$ cat config.mk
export PLATFORM = sky130hd
export DESIGN_NAME = freq_slew_ctrl
export DESIGN_NICKNAME = d
export VERILOG_FILES = /design/src/rtl/slew_pkg.sv /design/src/rtl/slew_target_table.sv /design/src/rtl/slew_sequencer.sv /design/src/rtl/slew_datapath.sv /design/src/rtl/freq_slew_ctrl.sv
export SDC_FILE = /design/constraint.sdc
export NUM_CORES = 1
export LEC_CHECK = 0
export BUFFER_PORTS_ARGS = -buffer_cell sky130_fd_sc_hd__buf_2
export CORE_MARGIN = 2
export CORE_UTILIZATION = 45
export DETAILED_ROUTE_END_ITERATION = 12
export SLEW_MARGIN = 10
export SYNTH_ARGS = -nofsm -noshare
export SYNTH_HDL_FRONTEND = slang
export SYNTH_HIERARCHICAL = 1
export SYNTH_SLANG_ARGS = --single-unit
export TNS_END_PERCENT = 10
$ cat constraint.sdc
create_clock -name clk -period 27.9 [get_ports clk]
set_clock_uncertainty 0.15 [all_clocks]
set_input_delay 2.79 -clock clk [delete_from_list [all_inputs] [get_ports clk]]
set_output_delay 2.79 -clock clk [all_outputs]
set_load 0.05 [all_outputs]
$ cat src/rtl/slew_pkg.sv
package slew_pkg;
  typedef struct packed {
    logic stepNow;    // apply one ramp step this cycle
    logic lockValid;  // power-up lock interval elapsed
  } slewCtrlT;
endpackage

$ cat src/rtl/slew_target_table.sv
module slew_target_table #(
  parameter int SEL_W     = 3,
  parameter int WORD_W    = 18,
  parameter int FLOOR_KHZ = 20000,
  parameter int CEIL_KHZ  = 100000
) (
  input  logic              clk,
  input  logic              rstN,
  input  logic              loadEn,
  input  logic [SEL_W-1:0]  loadIdx,
  input  logic [WORD_W-1:0] loadKhz,
  input  logic [SEL_W-1:0]  rdIdx,
  output logic [WORD_W-1:0] rdData
);
  localparam int NUM_TGT = 1 << SEL_W;
  localparam logic [WORD_W-1:0] FLOOR_W = WORD_W'(FLOOR_KHZ);
  localparam logic [WORD_W-1:0] CEIL_W  = WORD_W'(CEIL_KHZ);

  logic [WORD_W-1:0] entries [NUM_TGT];
  logic [WORD_W-1:0] loadClamped;

  always_comb begin
    if (loadKhz < FLOOR_W)     loadClamped = FLOOR_W;
    else if (loadKhz > CEIL_W) loadClamped = CEIL_W;
    else                       loadClamped = loadKhz;
  end

  for (genvar g = 0; g < NUM_TGT; g++) begin : gEntry
    always_ff @(posedge clk or negedge rstN) begin
      if (!rstN)                                   entries[g] <= FLOOR_W;
      else if (loadEn && loadIdx == SEL_W'(g))     entries[g] <= loadClamped;
    end
  end

  assign rdData = entries[rdIdx];


  table_range_chk: assert property (@(posedge clk) disable iff (!rstN)
    rdData >= FLOOR_W && rdData <= CEIL_W);
endmodule

$ cat src/rtl/slew_sequencer.sv
module slew_sequencer import slew_pkg::*; #(
  parameter int SEL_W      = 3,
  parameter int STABLE_CYC = 4,
  parameter int LOCK_TICKS = 50
) (
  input  logic             clk,
  input  logic             rstN,
  input  logic [SEL_W-1:0] cpuSel,
  input  logic             tick,
  output slewCtrlT         ctrl,
  output logic [SEL_W-1:0] actSel
);
  localparam int CNT_W  = $clog2(STABLE_CYC + 1);
  localparam int LOCK_W = $clog2(LOCK_TICKS + 1);
  localparam logic [CNT_W-1:0]  CNT_MAX  = CNT_W'(STABLE_CYC);
  localparam logic [CNT_W-1:0]  CNT_ACC  = CNT_W'(STABLE_CYC - 1);
  localparam logic [LOCK_W-1:0] LOCK_MAX = LOCK_W'(LOCK_TICKS);

  logic [SEL_W-1:0]  candSel;
  logic [CNT_W-1:0]  runCnt;
  logic [LOCK_W-1:0] lockCnt;
  logic              sameSel;

  assign sameSel = (cpuSel == candSel);

  // Debounce: a select value must be seen STABLE_CYC samples in a row.
  always_ff @(posedge clk or negedge rstN) begin
    if (!rstN) begin
      candSel <= '0;
      runCnt  <= CNT_MAX;
      actSel  <= '0;
    end else if (!sameSel) begin
      candSel <= cpuSel;
      runCnt  <= CNT_W'(1);
    end else begin
      if (runCnt < CNT_MAX) runCnt <= runCnt + CNT_W'(1);
      if (runCnt >= CNT_ACC) actSel <= candSel;
    end
  end

  // Power-up lock interval counted in timebase ticks.
  always_ff @(posedge clk or negedge rstN) begin
    if (!rstN)                          lockCnt <= '0;
    else if (tick && lockCnt < LOCK_MAX) lockCnt <= lockCnt + LOCK_W'(1);
  end

  assign ctrl.stepNow   = tick;
  assign ctrl.lockValid = (lockCnt == LOCK_MAX);


  accept_stable_chk: assert property (@(posedge clk) disable iff (!rstN)
    (actSel != $past(actSel)) |-> (actSel == $past(cpuSel)));


  lock_hold_chk: assert property (@(posedge clk) disable iff (!rstN)
    ctrl.lockValid |=> ctrl.lockValid);
endmodule

$ cat src/rtl/slew_datapath.sv
module slew_datapath import slew_pkg::*; #(
  parameter int SEL_W     = 3,
  parameter int WORD_W    = 18,
  parameter int RATE_W    = 8,
  parameter int FLOOR_KHZ = 20000,
  parameter int CEIL_KHZ  = 100000,
  parameter int STEP_MIN  = 1,
  parameter int STEP_MAX  = 20
) (
  input  logic              clk,
  input  logic              rstN,
  input  slewCtrlT          ctrl,
  input  logic [SEL_W-1:0]  actSel,
  input  logic [RATE_W-1:0] stepKhz,
  input  logic              loadEn,
  input  logic [SEL_W-1:0]  loadIdx,
  input  logic [WORD_W-1:0] loadKhz,
  output logic [WORD_W-1:0] word,
  output logic              atTarget
);
  localparam logic [WORD_W-1:0] FLOOR_W = WORD_W'(FLOOR_KHZ);
  localparam logic [WORD_W-1:0] CEIL_W  = WORD_W'(CEIL_KHZ);
  localparam logic [RATE_W-1:0] SMIN_R  = RATE_W'(STEP_MIN);
  localparam logic [RATE_W-1:0] SMAX_R  = RATE_W'(STEP_MAX);
  localparam logic [WORD_W-1:0] SMAX_W  = WORD_W'(STEP_MAX);

  logic [WORD_W-1:0] target;
  logic [RATE_W-1:0] stepClamp;
  logic [WORD_W-1:0] stepW, gap, move, nextWord;
  logic              goingUp;

  slew_target_table #(
    .SEL_W(SEL_W), .WORD_W(WORD_W), .FLOOR_KHZ(FLOOR_KHZ), .CEIL_KHZ(CEIL_KHZ)
  ) i_table (
    .clk(clk), .rstN(rstN), .loadEn(loadEn), .loadIdx(loadIdx),
    .loadKhz(loadKhz), .rdIdx(actSel), .rdData(target)
  );

  always_comb begin
    if (stepKhz < SMIN_R)      stepClamp = SMIN_R;
    else if (stepKhz > SMAX_R) stepClamp = SMAX_R;
    else                       stepClamp = stepKhz;
    stepW    = WORD_W'(stepClamp);
    goingUp  = (target >= word);
    gap      = goingUp ? (target - word) : (word - target);
    move     = (gap < stepW) ? gap : stepW;
    nextWord = goingUp ? (word + move) : (word - move);
  end

  always_ff @(posedge clk or negedge rstN) begin
    if (!rstN)             word <= FLOOR_W;
    else if (ctrl.stepNow) word <= nextWord;
  end

  assign atTarget = (word == target);


  word_range_chk: assert property (@(posedge clk) disable iff (!rstN)
    word >= FLOOR_W && word <= CEIL_W);


  step_bound_chk: assert property (@(posedge clk) disable iff (!rstN)
    ((word >= $past(word)) ? (word - $past(word)) : ($past(word) - word)) <= SMAX_W);


  idle_hold_chk: assert property (@(posedge clk) disable iff (!rstN)
    !$past(ctrl.stepNow) |-> $stable(word));
endmodule

$ cat src/rtl/freq_slew_ctrl.sv
module freq_slew_ctrl import slew_pkg::*; #(
  parameter int SEL_W      = 3,
  parameter int WORD_W     = 18,
  parameter int RATE_W     = 8,
  parameter int FLOOR_KHZ  = 20000,
  parameter int CEIL_KHZ   = 100000,
  parameter int STEP_MIN   = 1,
  parameter int STEP_MAX   = 20,
  parameter int STABLE_CYC = 4,
  parameter int LOCK_TICKS = 50
) (
  input  logic              clk,
  input  logic              rstN,
  input  logic [SEL_W-1:0]  cpuSel,
  input  logic              tick,
  input  logic [RATE_W-1:0] stepKhz,
  input  logic              loadEn,
  input  logic [SEL_W-1:0]  loadIdx,
  input  logic [WORD_W-1:0] loadKhz,
  output logic [WORD_W-1:0] freqWord,
  output logic              settled
);
  slewCtrlT         ctrl;
  logic [SEL_W-1:0] actSel;
  logic             atTarget;

  slew_sequencer #(
    .SEL_W(SEL_W), .STABLE_CYC(STABLE_CYC), .LOCK_TICKS(LOCK_TICKS)
  ) i_seq (
    .clk(clk), .rstN(rstN), .cpuSel(cpuSel), .tick(tick),
    .ctrl(ctrl), .actSel(actSel)
  );

  slew_datapath #(
    .SEL_W(SEL_W), .WORD_W(WORD_W), .RATE_W(RATE_W),
    .FLOOR_KHZ(FLOOR_KHZ), .CEIL_KHZ(CEIL_KHZ),
    .STEP_MIN(STEP_MIN), .STEP_MAX(STEP_MAX)
  ) i_dp (
    .clk(clk), .rstN(rstN), .ctrl(ctrl), .actSel(actSel), .stepKhz(stepKhz),
    .loadEn(loadEn), .loadIdx(loadIdx), .loadKhz(loadKhz),
    .word(freqWord), .atTarget(atTarget)
  );

  assign settled = ctrl.lockValid & atTarget;
endmodule

# After elaboration in Yosys (flattened, before gate mapping)
# Index checks and enable logic that the tools add are counted.
# totals
regBits	177
input_bits	36
output_inout_bits	19
word_cells	65
# classes
addsub	6
magnitude_cmp	10
eq_ne	11
n_mux	12
bitwise_logic	2
reduce_logical	11
# ops
cell	count
$mux W18	7
$bmux W18 S3	1
$sub A18 B18 Y18	3
$add A18 B18 Y18	1
$eq A18 B18 Y1	1
$ge A18 B18 Y1	1
$gt A18 B17 Y1 const B	1
$lt A18 B15 Y1 const B	1
$lt A18 B8 Y1	1
$mux W8	2
$eq A3 B3 Y1 const B	4
$logic_and A1 B1 Y1	9
$gt A8 B5 Y1 const B	1
$lt A8 B1 Y1 const B	1
$add A6 B1 Y6 const B	1
$eq A3 B2 Y1 const B	2
$eq A6 B6 Y1 const B	1
$lt A6 B6 Y1 const B	1
$mux W3	2
$ge A4 B4 Y1 const B	1
$not A3 Y4	1
$add A3 B1 Y3 const B	1
$eq A3 B1 Y1 const B	1
$eq A3 B3 Y1	1
other kinds (6)	6

# Longest topological paths before layout
# depth
ltp_word	10
mapped_depth	45
mapped_depth_nobuf	39

# Cells and area by module
# The synthesis kept the hierarchy.
# modules_own_cells
module	n_inst	cells_per_inst	area_per_inst_um2	seq_area_each_um2
slew_target_table	1	676	6880.3	3653.5
slew_datapath	1	582	4267.8	456.7
slew_sequencer	1	59	719.4	376.6
freq_slew_ctrl	1	1	6.3	0.0

# Worst setup path before layout
# Ideal clock, no wire load.
# synth_timing
kind	register to register
from	reg i_seq.actSel[0]
to	reg i_dp.word[17]
setup_time_ns	0.150
t_arrival_ns	9.688
required_ns	27.600
slack_ns	17.913
stages_incl_launch_ff	42
n_path_buf	4
period_less_slack_ns	9.987
path_cell_list	dfrtp_1 buf_2 buf_2 mux4_2 mux2_2 inv_1 ha_1 inv_1 fa_1 a211oi_1 o21a_4 nor4b_2 nor3_4 buf_2 mux2i_1 xnor2_1 inv_1 ha_1 [... 6 more ...] nor4_4 nand2b_1 buf_6 mux2_4 ha_1 nor2_1 a21oi_1 ha_1 a21o_1 a21o_1 a2111oi_0 o31ai_1 o41ai_1 o21ai_0 a31o_2 and2_1 a2111oi_0 o2111ai_1
# synth_between
elab_chain_cells	10
word_cells_on_any_way	13
classes_between	add/sub (4); order compare (2); mux (6); bitwise (1)
# synth_rtl
element	line_no	text
from (decl)	slew_sequencer.sv:11	output logic [SEL_W-1:0] actSel
from (signal assigned)	slew_sequencer.sv:37	if (runCnt >= CNT_ACC) actSel <= candSel;
$not A3 Y4 (not written as such) (*)	slew_target_table.sv:35	assign rdData = entries[rdIdx];
$bmux W18 S3 (*)	slew_target_table.sv:35	
$mux W18 (not written as such) (*) (2 in a row)	slew_target_table.sv:35	
via i_dp.target[0]	slew_datapath.sv:27	logic [WORD_W-1:0] target;
$sub A18 B18 Y18 or $ge A18 B18 Y1 (tied branches)	slew_datapath.sv:45, slew_datapath.sv:44	
$mux W18	slew_datapath.sv:45	gap = goingUp ? (target - word) : (word - target);
$lt A18 B8 Y1	slew_datapath.sv:46	move = (gap < stepW) ? gap : stepW;
$mux W18	slew_datapath.sv:46	
$sub A18 B18 Y18 or $add A18 B18 Y18 (tied branches)	slew_datapath.sv:47	nextWord = goingUp ? (word + move) : (word - move);
$mux W18 (*)	slew_datapath.sv:47	
to (signal assigned)	slew_datapath.sv:52	else if (ctrl.stepNow) word <= nextWord;
to (decl)	slew_datapath.sv:18	output logic [WORD_W-1:0] word,
# The timed path passes the listed nets; every way through them passes the cells marked *. The select of a mux whose other input is x is not followed.
# A chain may end at the register's enable or synchronous reset.

# Final worst setup path
# Ends and elaborated chain as after synthesis.

==> impl_results.md <==
- Status: completed
- Internal Power: 902.0 µW
- Worst Hold Class: flip-flop to flip-flop
- Slew Limit Headroom: about an eighth
- Most common library cells after synthesis: nand2_1, o21ai_0, dfrtp_1
- Hold buffers post-CTS: 0
- # port buffers: 54
- Die area: 27,700 µm²
- Mean Syn Cell Area: 9.009 µm²
- Seq/Total Area, Yosys: a little under two fifths
- Hold Vio Cnt, Final: 0
- DR pass1 iterations: 5
- IO Count: 55
- Area Overhead vs Synth: 7.924%
- Dominant cell type by area after synthesis: dfrtp_1
- Non-filler instance count after layout: between 1,500 and 2,000
- # setup viols final: 0
- Worst-margin pin slew: around 1.3 ns
- Startpoint types: flip-flop
- Post-CTS Setup Bufs: 0
- CTS max path bufs: 2
- Slew Limit Fails: 0
- Clock Sink Count: 177
- Top_reg_cell synth: dfrtp_1
- Antenna violations before repair: 0
- Cell Area, Placed: around 12,000 µm²
- Drt wl/cell: 19.50 µm
- Final period utilization: 43.17%
- Worst-skew pair later-pin latency: 0.43 ns
- Cell mode on critical path: ha_1
- Leak: approximately 0.0056 µW
- CTS Root Cell: clkbuf_16
- Maxcap violations: 0
- Vias in the first global route: 9,531
- Largest net degree at the start of global routing: 103
- Power Total: between 1500 and 2000 µW
- Row cnt: 59
- Finished Cell Area: 12,810 µm²
- Max stage delay on crit path: 0.83 ns
- RSZ-0062 raised after global routing: no
- Synth unique cells: 87
- Synth warnings: 6
- Routed WL: approximately 33,000 µm
- Final nets: 1,422
- Post-synth EDFFs: 0
- Clock power frac: 13.6%
- Pwr per Cell Area: ~140 nW/µm²
- Initial Utilization: 45.70%
- Die Wd: 166.4 µm
- First-pass GRT wire length: 52,610 µm
- TNS Setup: 0 ns
- Setup CP Type: flip-flop to flip-flop
- Cell area after synthesis: 11,870 µm²
- Synth async-reset ratio: 100.0%
- Sequential share of power: between 20% and 30%
- Post-Synthesis Cells: 1,318
- Logic pwr share: 65.4%
- Drt via density: just under 6
- Net Sw Frac: 49.46%
- Crit end category: flip-flop
- Clk slew on worst S/H paths: 0.08 ns
- FF+latch count, synth: between 150 and 200
- Htree depth: 4
- DRC: 0
- DP Wirelength: 21,680 µm
- # fillers: ~2,500
- Count leader, synth: nand2_1
- DP Cell Count: 1,635
- Gr ovfl total: 0
- Critical path peak fanout: 37
- Initial DRC Count: about 830
- Worst Path Arrival: 12.19 ns
- Total GRT Usage: 23.80%
- Via count: 9,658
- Required @ worst endpoint: 28.04 ns
- Layout cell share with drive strength beyond 1: 17.34%
- Post-DRT Antenna Nets: 0
- CTS buffer count: 17
- Fmax: 83.03 MHz
- Sw Pwr: a little under 900 µW
- Minimum clock period after layout: about 12 ns
- Die height: 166.4 µm
- Critical-path top delay cell: a2111oi_0
- Top post-synthesis cells by area: dfrtp_1, dfstp_2, nand2_1
- Peak VDD IR: approximately 0.0001 V
- Post_cts resized: 0
- Yosys top cell area share: 27.61%
- N_diodes: 0
- TritonCTS clock tree: built
- Core area: 25,980 µm²
- Gpl congestion: 0.9369
## flip-flops by register name, indices dropped and copies added, names as in the netlist
name                  cells
i_dp/i_table/entries    144
i_seq/actSel              3
i_dp/word                18
i_seq/candSel             3
i_seq/runCnt              3
i_seq/lockCnt             6
## final cells by class
type                       instances  area [µm²]  share of cell area [%]
multi-input combinational        992        6703                   52.30
sequential                       177        4488                   35.02
clock buffer                      18       439.2                   3.427
tap                              335       419.2                   3.271
timing repair buffer              66       366.6                   2.861
inverter                          65       244.0                   1.904
clock inverter                    14       155.1                   1.211
## cell usage in the layout (no fill, tap or decap), types with 36 or more instances in the layout
| cell type | n |
|---|---|
| a21oi_1 | 81 |
| ha_1 | 64 |
| mux4_2 | 36 |
| nor2_1 | 108 |
| buf_2 | 53 |
| o21ai_0 | 132 |
| dfstp_2 | 46 |
| nand2_1 | 230 |
| dfrtp_1 | 130 |
| inv_1 | 65 |
## power groups by stage
stage / sequential, µW / combinational (µW) / clock [µW]
5_1_grt: 382 / 1290 / 258
6_report: 374 / 1170 / 243
3_3_place_gp: 378 / 1150 / 0
3_5_place_dp: 379 / 1150 / 0
2_1_floorplan: 399 / 868 / 0
4_1_cts: 375 / 1160 / 249
## path summary, 6_finish.rpt
path / startpoint / endpoint / slack, ns / depth (start not counted)
min in group asynchronous: rstN / i_dp/i_table/entries[43] / 2.32 / 1
worst max register to register: i_seq/actSel[0] / i_dp/word[17] / 15.86 / 38
max in group asynchronous: rstN / i_seq/actSel[0] / 23.63 / 2
worst max-delay path: i_seq/actSel[0] / i_dp/word[17] / 15.86 / 38
worst min-delay path: i_dp/i_table/entries[34] / i_dp/i_table/entries[34] / 0.33 / 2
worst min register to register: i_dp/i_table/entries[34] / i_dp/i_table/entries[34] / 0.33 / 2
## per-stage QoR
stage                     hold slack [ns]  utilization, %  setup WS, ns
final                              0.3280           49.32         15.86
after detailed placement           0.3123           47.03         15.87
after floorplan                    0.2932               -         17.91
after global placement             0.3054           47.03         16.29
after CTS                          0.3293           49.32         15.86
after global routing               0.3448           49.32         15.01
## critical path, delay by kind of cell (launching register included)
family / cells / cell delay (ns)
muxes: 4 / 1.70
adders and majority gates: 5 / 1.35
DFF: 1 / 0.34
buffers and inverters: 4 / 0.78
and+or+nand+nor: 7 / 1.99
AOI/OAI and AO/OA: 18 / 5.57
## routing by layer
| layer | track usage [%] | vias up | wire [µm] |
|---|---|---|---|
| met2 | 37.41 | 321 | 15070 |
| met5 | 0 | - | 0 |
| met3 | 3.279 | 35 | 1925 |
| li1 | - | 4641 | - |
| met4 | 6.147 | 0 | 497 |
| met1 | 34.80 | 4661 | 15010 |
## cell families (layout without fill, tap and decap cells)
kind of cell | after synthesis | count (layout) | synth area share [%]
flops | 177 | 177 | 37.79
fa+ha+maj | 67 | 67 | 7.250
mux | 82 | 82 | 11.00
simple gates | 471 | 471 | 18.17
compound gates | 343 | 343 | 18.02
xor+xnor | 26 | 26 | 1.918
buf+inv | 151 | 163 | 5.827
other cells | 1 | 3 | 0.03158
Note: power is estimated with default switching activity, not from simulation.
